<file path="config.mk">
export PLATFORM = sky130hd
export DESIGN_NAME = rbpwm_timer
export DESIGN_NICKNAME = d
export VERILOG_FILES = /design/src/rtl/rbpwm_pkg.sv /design/src/rtl/rbpwm_regs.sv /design/src/rtl/rbpwm_counter.sv /design/src/rtl/rbpwm_compare.sv /design/src/rtl/rbpwm_timer.sv
export SDC_FILE = /design/constraint.sdc
export NUM_CORES = 1
export LEC_CHECK = 0
export BUFFER_PORTS_ARGS = -buffer_cell sky130_fd_sc_hd__buf_2
export CAP_MARGIN = 20
export CORE_MARGIN = 5
export CORE_UTILIZATION = 35
export CTS_CLUSTER_DIAMETER = 40
export CTS_CLUSTER_SIZE = 20
export DETAILED_ROUTE_END_ITERATION = 10
export GPL_TIMING_DRIVEN = 1
export PLACE_DENSITY = 0.58
export SYNTH_ARGS = -nofsm -noshare
export SYNTH_HDL_FRONTEND = slang
export SYNTH_SLANG_ARGS = --single-unit
</file>
<file path="constraint.sdc">
create_clock -name clk -period 3.3 [get_ports clk]
set_input_delay 0.33 -clock clk [delete_from_list [all_inputs] [get_ports clk]]
set_output_delay 0.33 -clock clk [all_outputs]
set_load 0.05 [all_outputs]
</file>
<file path="src/rtl/rbpwm_pkg.sv">
package rbpwm_pkg;

   typedef enum logic [0:0] {
      SEL_CTRL  = 1'b0,
      SEL_HTIME = 1'b1
   } reg_sel_e;

   // Period in ticks for a counter of cnt_w bits and prescaler p.
   function automatic int period_ticks(input int cnt_w, input int p);
      return 1 << (cnt_w - 1 - p);
   endfunction

endpackage

</file>
<file path="src/rtl/rbpwm_regs.sv">
module rbpwm_regs
   import rbpwm_pkg::*;
#(
   parameter int DATA_W = 8,
   parameter int PSC_W  = 2,
   parameter int HT_W   = 7
) (
   input  logic              clk,
   input  logic              rst_n,
   input  logic              addr,
   input  logic              wr_en,
   input  logic [DATA_W-1:0] wr_data,
   output logic [DATA_W-1:0] rd_data,
   output logic              run_o,
   output logic [PSC_W-1:0]  psc_o,
   output logic [HT_W-1:0]   htime_o
);

   localparam int RUN_BIT = DATA_W - 1;

   if (PSC_W >= RUN_BIT) begin : g_bad_psc
      $error("prescaler field overlaps the run bit");
   end
   if (HT_W > DATA_W) begin : g_bad_ht
      $error("high-time field wider than a register");
   end

   reg_sel_e          sel;
   logic              run_q;
   logic [PSC_W-1:0]  psc_q;
   logic [HT_W-1:0]   ht_q;
   logic [DATA_W-1:0] ctrl_view;
   logic [DATA_W-1:0] ht_view;

   assign sel = reg_sel_e'(addr);

   always_ff @(posedge clk) begin
      if (!rst_n) begin
         run_q <= 1'b0;
         psc_q <= '0;
         ht_q  <= '0;
      end else if (wr_en) begin
         if (sel == SEL_CTRL) begin
            run_q <= wr_data[RUN_BIT];
            psc_q <= wr_data[PSC_W-1:0];
         end else begin
            ht_q <= wr_data[HT_W-1:0];
         end
      end
   end

   always_comb begin
      ctrl_view              = '0;
      ctrl_view[RUN_BIT]     = run_q;
      ctrl_view[PSC_W-1:0]   = psc_q;
      ht_view                = '0;
      ht_view[HT_W-1:0]      = ht_q;
   end

   assign rd_data = (sel == SEL_CTRL) ? ctrl_view : ht_view;
   assign run_o   = run_q;
   assign psc_o   = psc_q;
   assign htime_o = ht_q;

   // a high-time write is what the register holds afterwards
   a_r3_htime_write : assert property (@(posedge clk) disable iff (!rst_n)
      (wr_en && addr == 1'b1) |=> (htime_o == $past(wr_data[HT_W-1:0])));

   // a control write lands in the run and prescaler fields
   a_r2_ctrl_write : assert property (@(posedge clk) disable iff (!rst_n)
      (wr_en && addr == 1'b0) |=> (run_o == $past(wr_data[RUN_BIT]) &&
                                   psc_o == $past(wr_data[PSC_W-1:0])));

endmodule

</file>
<file path="src/rtl/rbpwm_counter.sv">
module rbpwm_counter #(
   parameter int CNT_W = 8,
   parameter int PSC_W = 2
) (
   input  logic             clk,
   input  logic             rst_n,
   input  logic             tick,
   input  logic             run,
   input  logic [PSC_W-1:0] psc,
   output logic [CNT_W-1:0] low_o
);

   localparam int NPSC = 1 << PSC_W;

   if (NPSC > CNT_W - 1) begin : g_bad_cnt
      $error("too many prescaler settings for the counter width");
   end

   logic [CNT_W-1:0] cnt_q;
   logic [CNT_W-1:0] cnt_inc;
   logic [NPSC-1:0]  hit_vec;
   logic [CNT_W-1:0] mask_vec [NPSC];

   assign cnt_inc = cnt_q + 1'b1;

   // One reset bit and one field mask per prescaler setting.
   for (genvar g = 0; g < NPSC; g++) begin : g_sel
      assign hit_vec[g]  = cnt_inc[CNT_W-1-g];
      assign mask_vec[g] = {CNT_W{1'b1}} >> (g + 1);
   end

   always_ff @(posedge clk) begin
      if (!rst_n) begin
         cnt_q <= '0;
      end else if (!run) begin
         cnt_q <= '0;
      end else if (tick) begin
         cnt_q <= hit_vec[psc] ? '0 : cnt_inc;
      end
   end

   assign low_o = cnt_q & mask_vec[psc];

   // a stopped timer has a cleared counter one clock later
   a_r7_stop_clears : assert property (@(posedge clk) disable iff (!rst_n)
      !run |=> (cnt_q == '0));

   // no strobe, no movement
   a_r4_hold_without_tick : assert property (@(posedge clk) disable iff (!rst_n)
      (run && !tick) |=> $stable(cnt_q));

endmodule

</file>
<file path="src/rtl/rbpwm_compare.sv">
module rbpwm_compare #(
   parameter int CNT_W   = 8,
   parameter int HT_W    = 7,
   parameter bit OUT_REG = 1'b0
) (
   input  logic             clk,
   input  logic             rst_n,
   input  logic             run,
   input  logic [CNT_W-1:0] low,
   input  logic [HT_W-1:0]  htime,
   output logic             pwm_o
);

   if (HT_W >= CNT_W) begin : g_bad_w
      $error("high-time width must be below the counter width");
   end

   logic [CNT_W-1:0] ht_ext;
   logic             level;

   assign ht_ext = CNT_W'(htime);
   assign level  = run && (low < ht_ext);

   if (OUT_REG) begin : g_flop
      logic pwm_q;
      always_ff @(posedge clk) begin
         if (!rst_n) pwm_q <= 1'b0;
         else        pwm_q <= level;
      end
      assign pwm_o = pwm_q;

      // stopped timer drives low, one clock later in this variant
      a_r7_off_low : assert property (@(posedge clk) disable iff (!rst_n)
         !run |=> !pwm_o);
   end else begin : g_comb
      assign pwm_o = level;

      // stopped timer drives low
      a_r7_off_low : assert property (@(posedge clk) disable iff (!rst_n)
         !run |-> !pwm_o);
   end

endmodule

</file>
<file path="src/rtl/rbpwm_timer.sv">
module rbpwm_timer
   import rbpwm_pkg::*;
#(
   parameter int CNT_W   = 8,
   parameter int PSC_W   = 2,
   parameter int DATA_W  = 8,
   parameter bit OUT_REG = 1'b0
) (
   input  logic              clk,
   input  logic              rst_n,
   input  logic              tick,
   input  logic              addr,
   input  logic              wr_en,
   input  logic [DATA_W-1:0] wr_data,
   output logic [DATA_W-1:0] rd_data,
   output logic              pwm_o
);

   localparam int HT_W = CNT_W - 1;

   if (CNT_W > DATA_W) begin : g_bad_data
      $error("counter wider than a register");
   end

   logic             run;
   logic [PSC_W-1:0] psc;
   logic [HT_W-1:0]  htime;
   logic [CNT_W-1:0] low;
   logic [CNT_W-1:0] period;

   rbpwm_regs #(.DATA_W(DATA_W), .PSC_W(PSC_W), .HT_W(HT_W)) u_regs (
      .clk     (clk),
      .rst_n   (rst_n),
      .addr    (addr),
      .wr_en   (wr_en),
      .wr_data (wr_data),
      .rd_data (rd_data),
      .run_o   (run),
      .psc_o   (psc),
      .htime_o (htime)
   );

   rbpwm_counter #(.CNT_W(CNT_W), .PSC_W(PSC_W)) u_cnt (
      .clk   (clk),
      .rst_n (rst_n),
      .tick  (tick),
      .run   (run),
      .psc   (psc),
      .low_o (low)
   );

   rbpwm_compare #(.CNT_W(CNT_W), .HT_W(HT_W), .OUT_REG(OUT_REG)) u_cmp (
      .clk   (clk),
      .rst_n (rst_n),
      .run   (run),
      .low   (low),
      .htime (htime),
      .pwm_o (pwm_o)
   );

   assign period = CNT_W'(period_ticks(CNT_W, int'(psc)));

   if (!OUT_REG) begin : g_chk_full
      // high time at or above the period pins the output high
      a_r10_full_high : assert property (@(posedge clk) disable iff (!rst_n)
         (run && CNT_W'(htime) >= period) |-> pwm_o);

      // a zero high time never drives the output
      a_r6_zero_low : assert property (@(posedge clk) disable iff (!rst_n)
         (htime == '0) |-> !pwm_o);
   end

endmodule

</file>
### Word-level counts from Yosys, hierarchy flattened

Cells that the tools add are included.
W data, S select, Z words.

* add/subtract/negate cells: 1
* $lt $le $gt $ge: 3
* muxes and demuxes: 7
* bitwise operators: 3
* reduce and logical (&&, ||, !) cells: 4

Operators by type and width (number)
* $mux W8: 4
* $bmux W8 S2: 1
* $add A8 B1 Y8 const B: 1
* $and A8 B8 Y8: 1
* $lt A8 B7 Y1: 1
* $reduce_and A2 Y1: 3
* $ge A3 B3 Y1 const B: 1
* $lt A2 B3 Y1 const B: 1
* $not A2 Y3: 1
* $bmux W1 S2: 1
* $logic_and A1 B1 Y1: 1
* $mux W1: 1
* $not A1 Y1: 1

* register bits after elaboration: 18
* logic and storage cells: 22

### Depth between registers and ports, before layout

Gate-level depths: netlist of run 1.

* depth after elaboration: 7
* gate-level depth with buffers: 7

### Hierarchy

From an unflattened synthesis of run 1, not the netlist that was laid out.

* cells, all modules: 149
* area, all modules: 1202.4 um^2

Modules (own cells, without submodules)
* rbpwm_counter: times used 1, cells each 76, area each 579.3 um^2, sequential area each 160.2 um^2
* rbpwm_regs: times used 1, cells each 52, area each 461.7 um^2, sequential area each 200.2 um^2
* rbpwm_compare: times used 1, cells each 21, area each 161.4 um^2, sequential area each 0.0 um^2

### Worst setup path after synthesis of run 1

No wires, ideal clock.

* kind: reg-to-output
* start point: register u_cnt.cnt_q[1]
* end point: output port pwm_o
* arrival: 1.732 ns
* slack: 1.238 ns
* stages on the path, launching flop included: 6
* buffers on the path: 0
* cells stage by stage: dfxtp_1 -> ha_1 -> a21o_1 -> a21o_1 -> a211oi_1 -> o31a_1

* cells in the longest elaborated chain, start to end: 3

RTL lines
* start, declared: RTL line rbpwm_counter.sv:19 `logic [CNT_W-1:0] cnt_q;`
* start signal, assigned: RTL line rbpwm_counter.sv:38 `cnt_q <= hit_vec[psc] ? '0 : cnt_inc;`
* $and A8 B8 Y8: RTL line rbpwm_counter.sv:42 `assign low_o = cnt_q & mask_vec[psc];`
* $lt A8 B7 Y1: RTL line rbpwm_compare.sv:22 `assign level = run && (low < ht_ext);`
* $logic_and A1 B1 Y1: RTL line rbpwm_compare.sv:22
* end, declared: RTL line rbpwm_timer.sv:16 `output logic pwm_o`

Every way passes these cells.

### Final worst setup path of run 1

Ends and elaborated chain as after synthesis.

==> metrics.txt, run 1 <==
Final min period=2.434 ns; CP max-delay cell=dfxtp_1; CP startpoint kind=flop; Yosys warnings=0; Rows=22; hold slack=0.3173 ns; switching fraction of total power=26.98%; Slew @ Worst Pin=0.5485 ns; worst r2r dst=u_cnt.cnt_q[7]; Achievable Freq=410.9 MHz; unrepaired setup endpoints after global routing=false; CP max stage delay=0.52 ns; vias in the first global route=1,163; Leak Pwr=0.5532 nW; HP Class=in -> reg; CTS tree=built; post-CTS setup buffers=0; n_diodes=0; Max Slew Vio Count=0; cell area power density=333.5 nW/um^2; WP data arrival=2.10 ns; Filler Cell Count=382; area leader, netlist=dfxtp_1; WL per Instance=13.11 um; Worst-path clk slew=0.07 ns; logic gate share of total power=13.1%; nets=193; Overall Global Routing Usage=12.42%; DRC Markers=0; vias per inst=5.395; status=completed; Top Metal Used=met4; initial antenna violation count=0; post-DP HPWL=2135 um; CTS sink cnt=18; Tcrit/Tclk final=73.76%; clock share of power=39.3%; Gate Count Post-Synth=158; Cell variety after synth=40; CP Cell Sequence=ha_1, a21o_1, a21o_1, a211oi_1, o31a_1, buf_2; drt pass-1 iters=4; P&R area growth vs syn=11.99%; Routed WL=2885 um; met3 wire len=77 um; CP dominant cell by count=a21o_1; critical path class=reg -> out; Worst Path Max Fanout=9; Die X=70.80 um; Hold EP=u_regs.htime_o[6]; Max clock buf depth=2; sequential power share=47.6%; worst vdd ir=0.1330 mV; # port buffers=21; I/O pin count=22; core region area=3633 um^2; Fin. Hold Viols=0; largest net degree at the start of global routing=18; die area=5013 um^2; Die Y=70.80 um; buffers plus inverters on the worst setup path=1; Root Driver=clkbuf_8; clk_skew=0.002375 ns; Largest delay share family, worst path=compound AO/OA/AOI/OAI gates; share of layout cells above drive strength 1=20.93%; Clk Latency, worst-skew pair=0.27 ns; Synth top area share=27.85%; hold_buf cts=0; Placer Congestion=0.8013; # resized after CTS=0; cts bufs inserted=3; Final ANT Viol Nets=0; H-tree depth=1; hold_sp=wr_data[6]; sequential fraction of the synthesis area=27.85%; Int Power=0.3528 mW; Avg Cell Area, Syn=8.188 um^2; R2R setup slack=1.41 ns; initial DRC count=47; Mapped Area=1294 um^2; Rel. slew slack=63.35%; Final TNS setup=0 ns; first-pass GRT wire length=5119 um; Yosys reg bits=18; Switching Power=0.1303 mW; Met2 Wirelength=1421 um; hold depth=3; reg2reg start=u_cnt.cnt_q[3]; Starting Density=35.61%; Congestion Overflow GR=0; critical path capture point type=output pin; R2R depth=5; wl on met1=1300 um; Setup violations, final=0; Req. time, crit path=2.97 ns; Max-Cap Viols=0; top cells by area, synth=dfxtp_1 28%, nand3_1 7.4%, ha_1 6.8%; post-synthesis net count=178; vias post-DR=1,187
-- flip-flops by register name (all words and copies together) (netlist names) --
name            count
u_cnt.cnt_q         8
u_regs.htime_o      7
u_regs.psc_o        2
u_regs.run_o        1
-- synthesized netlist by cell type --
| library cell | count |
|---|---|
| a31oi_2 | 1 |
| nand4_1 | 11 |
| o21ai_2 | 1 |
| nand3_1 | 19 |
| clkbuf_1 | 5 |
| nand4b_1 | 1 |
| o21ai_1 | 1 |
| a21boi_0 | 8 |
| dfxtp_1 | 18 |
| nand2_1 | 16 |
| mux2_2 | 2 |
| buf_4 | 2 |
| nor4b_1 | 2 |
| nor3_1 | 1 |
| mux2i_1 | 3 |
| buf_1 | 1 |
| o311ai_4 | 1 |
| nor2b_1 | 5 |
| o31a_1 | 1 |
| a21oi_1 | 3 |
| a31oi_1 | 2 |
| and4_1 | 1 |
| mux2i_4 | 1 |
| nor2_1 | 5 |
| nor3b_1 | 3 |
| nor4_1 | 3 |
| and3_1 | 3 |
| o2111ai_1 | 1 |
| ha_1 | 7 |
| buf_2 | 1 |
| inv_1 | 10 |
| nand2_2 | 1 |
| and4_4 | 2 |
| a211oi_1 | 2 |
| nand2b_1 | 1 |
| buf_6 | 2 |
| and3_4 | 1 |
| a21o_1 | 2 |
| and2_1 | 7 |
| a41oi_2 | 1 |
-- stage by stage --
stage          cell area [um^2]  worst slack (ns)  utilization (%)  instances  power [mW]
6_report                   1449            0.8661            39.88        220      0.4832
5_1_grt                    1449            0.7463            39.88        220      0.5025
4_1_cts                    1449            0.8624            39.88        220      0.4882
3_5_place_dp               1394             1.160            38.36        216      0.2985
3_3_place_gp               1394             1.223            38.36        216      0.2974
2_1_floorplan              1294             1.238                -        158      0.2806
-- metal layers --
metal	up-vias	GRT usage, %
met5	-	0
met4	0	7.933
met3	8	1.420
met2	22	20.29
met1	550	15.40
li1	607	-
-- area by class of cell --
type	instances	area, um^2	share of cell area [%]
sequential	18	360.3	24.87
multi-input combinational	119	830.8	57.34
clock buffer	4	55.05	3.800
inverter	10	37.54	2.591
tap	48	60.06	4.145
timing repair buffer	21	105.1	7.254
-- worst max-delay path by stage --
stage	from	slack, ns	depth (start not counted)	to
finish	u_cnt.cnt_q[1]	0.87	6	pwm_o
detailed placement	u_cnt.cnt_q[1]	1.16	6	pwm_o
global route	u_cnt.cnt_q[1]	0.75	6	pwm_o
CTS	u_cnt.cnt_q[1]	0.86	6	pwm_o
floorplan	u_cnt.cnt_q[1]	1.24	5	pwm_o
global placement	u_cnt.cnt_q[1]	1.22	6	pwm_o
-- worst min-delay path, cell delays in order --
cell and delay (ns):
buf_2 0.09, nand3_1 0.05, a21boi_0 0.06
-- kinds of logic (layout without fill, tap and decap cells) --
kind of cell | after synthesis | count (layout) | synth area share [%]
fa+ha+maj | 7 | 7 | 6.770
simple gates | 82 | 82 | 35.88
compound gates | 24 | 24 | 15.76
mux | 6 | 6 | 5.803
buf+inv | 21 | 35 | 7.930
flops | 18 | 18 | 27.85
-- placed cells by master (no fill, tap or decap), types with 3 or more instances in the layout --
cell / n
buf_2: 21
nand3_1: 19
dfxtp_1: 18
nand2_1: 16
nand4_1: 11
inv_1: 10
a21boi_0: 8
and2_1: 7
ha_1: 7
nor2_1: 5
nor2b_1: 5
clkbuf_8: 4
nor3b_1: 3
a21oi_1: 3
mux2i_1: 3
and3_1: 3
nor4_1: 3
-- power by group through the flow --
stage | Combinational (mW) | Clock, mW | Sequential, mW
2_1_floorplan | 0.0480 | 0 | 0.233
3_3_place_gp | 0.0628 | 0 | 0.235
3_5_place_dp | 0.0636 | 0 | 0.235
4_1_cts | 0.0641 | 0.194 | 0.230
5_1_grt | 0.0710 | 0.200 | 0.231
6_report | 0.0635 | 0.190 | 0.230
Power figures use the tool's default switching activity.
==> inputs of run 2 (changes only) <==
--- a/config.mk
+++ b/config.mk
@@ -5,6 +5,7 @@
 export SDC_FILE = /design/constraint.sdc
 export NUM_CORES = 1
 export LEC_CHECK = 0
+export ABC_AREA = 1
 export BUFFER_PORTS_ARGS = -buffer_cell sky130_fd_sc_hd__buf_2
 export CAP_MARGIN = 20
 export CORE_MARGIN = 5
@@ -13,7 +14,7 @@
 export CTS_CLUSTER_SIZE = 20
 export DETAILED_ROUTE_END_ITERATION = 10
 export GPL_TIMING_DRIVEN = 1
-export PLACE_DENSITY = 0.58
+export PLACE_DENSITY = 0.59
 export SYNTH_ARGS = -nofsm -noshare
 export SYNTH_HDL_FRONTEND = slang
 export SYNTH_SLANG_ARGS = --single-unit
==> constraint.sdc (replaced) <==
create_clock -name clk -period 2.47 [get_ports clk]
set_input_delay 0.247 -clock clk [delete_from_list [all_inputs] [get_ports clk]]
set_output_delay 0.247 -clock clk [all_outputs]
set_load 0.05 [all_outputs]
==> metrics.txt, run 2 <==
status=completed; Worst Path Max Fanout=5; share of layout cells above drive strength 1=25.86%; Die X=65.26 um; Rel. slew slack=74.71%; Async S/R FF share, synth=0%; Tot Pwr=0.6219 mW; initial DRC count=20; first-pass GRT wire length=4181 um; Max Slew Vio Count=0; most frequent cell after synthesis=nand2_1; post-CTS setup buffers=0; fin cells=207; Max-Cap Viols=0; Final min period=2.057 ns; post-synthesis net count=173; top_reg_cell synth=dfxtp_1; Final ANT Viol Nets=0; Die Y=65.26 um; vias post-DR=1,013; Largest Register=u_cnt.cnt_q; simple-gate area share of the yosys netlist=26.81%; Rows=20; vias in the first global route=1,009; Starting Density=35.88%; worst vdd ir=0.1835 mV; critical path capture point type=output pin; Fin. Hold Viols=0; Post-synth top cells=26 x nand2_1, 18 x dfxtp_1, 17 x inv_1, 14 x a21oi_1, 14 x o21ai_1; Yosys warnings=0; core region area=2978 um^2; Root Driver=clkbuf_4; WP data arrival=1.81 ns; I/O pin count=22; Routed WL=2318 um; XOR/XNOR share of the synthesized area=2.459%; HP Class=in -> reg; cts bufs inserted=3; Slew @ Worst Pin=0.3784 ns; Inst Count DP=203; Mapped Area=1069 um^2; CTS tree=built; # resized after CTS=0; main combinational cell family by area after synthesis=simple AND/OR/NAND/NOR gates; post-DP HPWL=1890 um; Setup violations, final=0; max reg flops=8; clk_skew=0.006523 ns; Leak Pwr=0.5628 nW; Yosys reg bits=18; Final TNS setup=0 ns; P&R area growth vs syn=15.57%; Achievable Freq=486.1 MHz; cell area power density=503.6 nW/um^2; Clk Latency, worst-skew pair=0.30 ns; adder and majority gate portion of the synthesized area=8.197%; Compound-Gate Fraction of Synth Area=16.39%; CTS sink cnt=18; die area=4258 um^2; Max clock buf depth=2; critical path class=reg -> out; # port buffers=21; Overall Global Routing Usage=12.37%; Synth top area share=33.72%; DRC Markers=0; WL per Instance=11.20 um; Worst-path clk slew=0.12 ns; Gate Count Post-Synth=153; Avg Cell Area, Syn=6.984 um^2; unrepaired setup endpoints after global routing=false; vias per inst=4.894; post-synthesis mux area share=0.9368%; CP startpoint kind=flop; Tcrit/Tclk final=83.28%; sequential fraction of the synthesis area=33.72%; Req. time, crit path=2.22 ns; Cell variety after synth=24; Congestion Overflow GR=0; commonest non-fill, non-tap cell in the layout=nand2_1; nets=195; largest net degree at the start of global routing=14; area leader, netlist=dfxtp_1; number of synthesized flops with an enable pin=0; H-tree depth=1; hold_buf cts=0; Placer Congestion=0.7905; initial antenna violation count=0; most frequent cells in the layout=26 x nand2_1, 21 x buf_2, 18 x dfxtp_1, 17 x inv_1; drt pass-1 iters=4; n_diodes=0; top cells by area, synth=dfxtp_1 34%, nand2_1 9.1%, ha_1 8.2%
==> run 2: cell types whose count changed after synthesis, moves of 8 or more <==
cell      before  now
o21ai_1        1   14
a21oi_1        3   14
nand2_1       16   26
nand4_1       11    1
nor2_2         0   10
a21boi_0       8    0
==> run 2: cell type report <==
| type | count | area [um^2] |
|---|---|---|
| fill | 320 | 1743 |
| clock buffer | 4 | 36.28 |
| inverter | 25 | 106.4 |
| multi-input combinational | 106 | 585.6 |
| sequential | 18 | 360.3 |
| timing repair buffer | 21 | 105.1 |
| tap | 33 | 41.29 |
==> run 2: per-stage QoR <==
stage / utilization, % / hold slack, ns / cell area (um^2) / setup slack (ns)
finish: 41.47 / 0.2020 / 1235 / 0.4130
global route: 41.47 / 0.2064 / 1235 / 0.3185
CTS: 41.47 / 0.1843 / 1235 / 0.4018
detailed placement: 40.25 / 0.4733 / 1199 / 0.7582
global placement: 40.25 / 0.4684 / 1199 / 0.8012
floorplan: - / 0.3958 / 1069 / 0.5359
==> run 2: per-layer routing <==
metal / wire length, um / track usage (%) / vias up
met1: 1120 / 15.69 / 454
li1: - / - / 535
met4: 10 / 4.145 / 0
met3: 114 / 2.564 / 2
met5: 0 / 0 / -
met2: 1073 / 20.73 / 22
==> run 2: power by group <==
group | switching [mW] | total [mW] | internal [mW]
Clock | 0.101 | 0.191 | 0.0899
Sequential | 0.00887 | 0.312 | 0.303
Combinational | 0.0815 | 0.119 | 0.0378
Total | 0.191 | 0.622 | 0.430
==> run 2: worst paths after layout <==
check,slack (ns),depth (start not counted),endpoint,startpoint
max,0.41,8,pwm_o,u_cnt.cnt_q[5]
min,0.20,3,u_regs.htime_o[0],wr_data[0]
max reg2reg,0.87,10,u_cnt.cnt_q[3],u_cnt.cnt_q[1]
min reg2reg,0.49,2,u_regs.htime_o[1],u_regs.htime_o[1]
==> run 2: logic make-up after synthesis <==
group / Yosys count
adders and majority gates: 7
muxes: 1
and+or+nand+nor: 61
AOI/OAI and AO/OA: 34
DFF: 18
xor gates and xnor gates: 3
buffers and inverters: 29
==> run 2: critical path, cell delays in order, from the launching register on <==
cell and delay (ns):
dfxtp_1 0.40, inv_1 0.07, nor2_1 0.10, ha_1 0.25
a21o_1 0.17, a21oi_1 0.12, nand2_1 0.07, nor2_1 0.07
buf_2 0.26
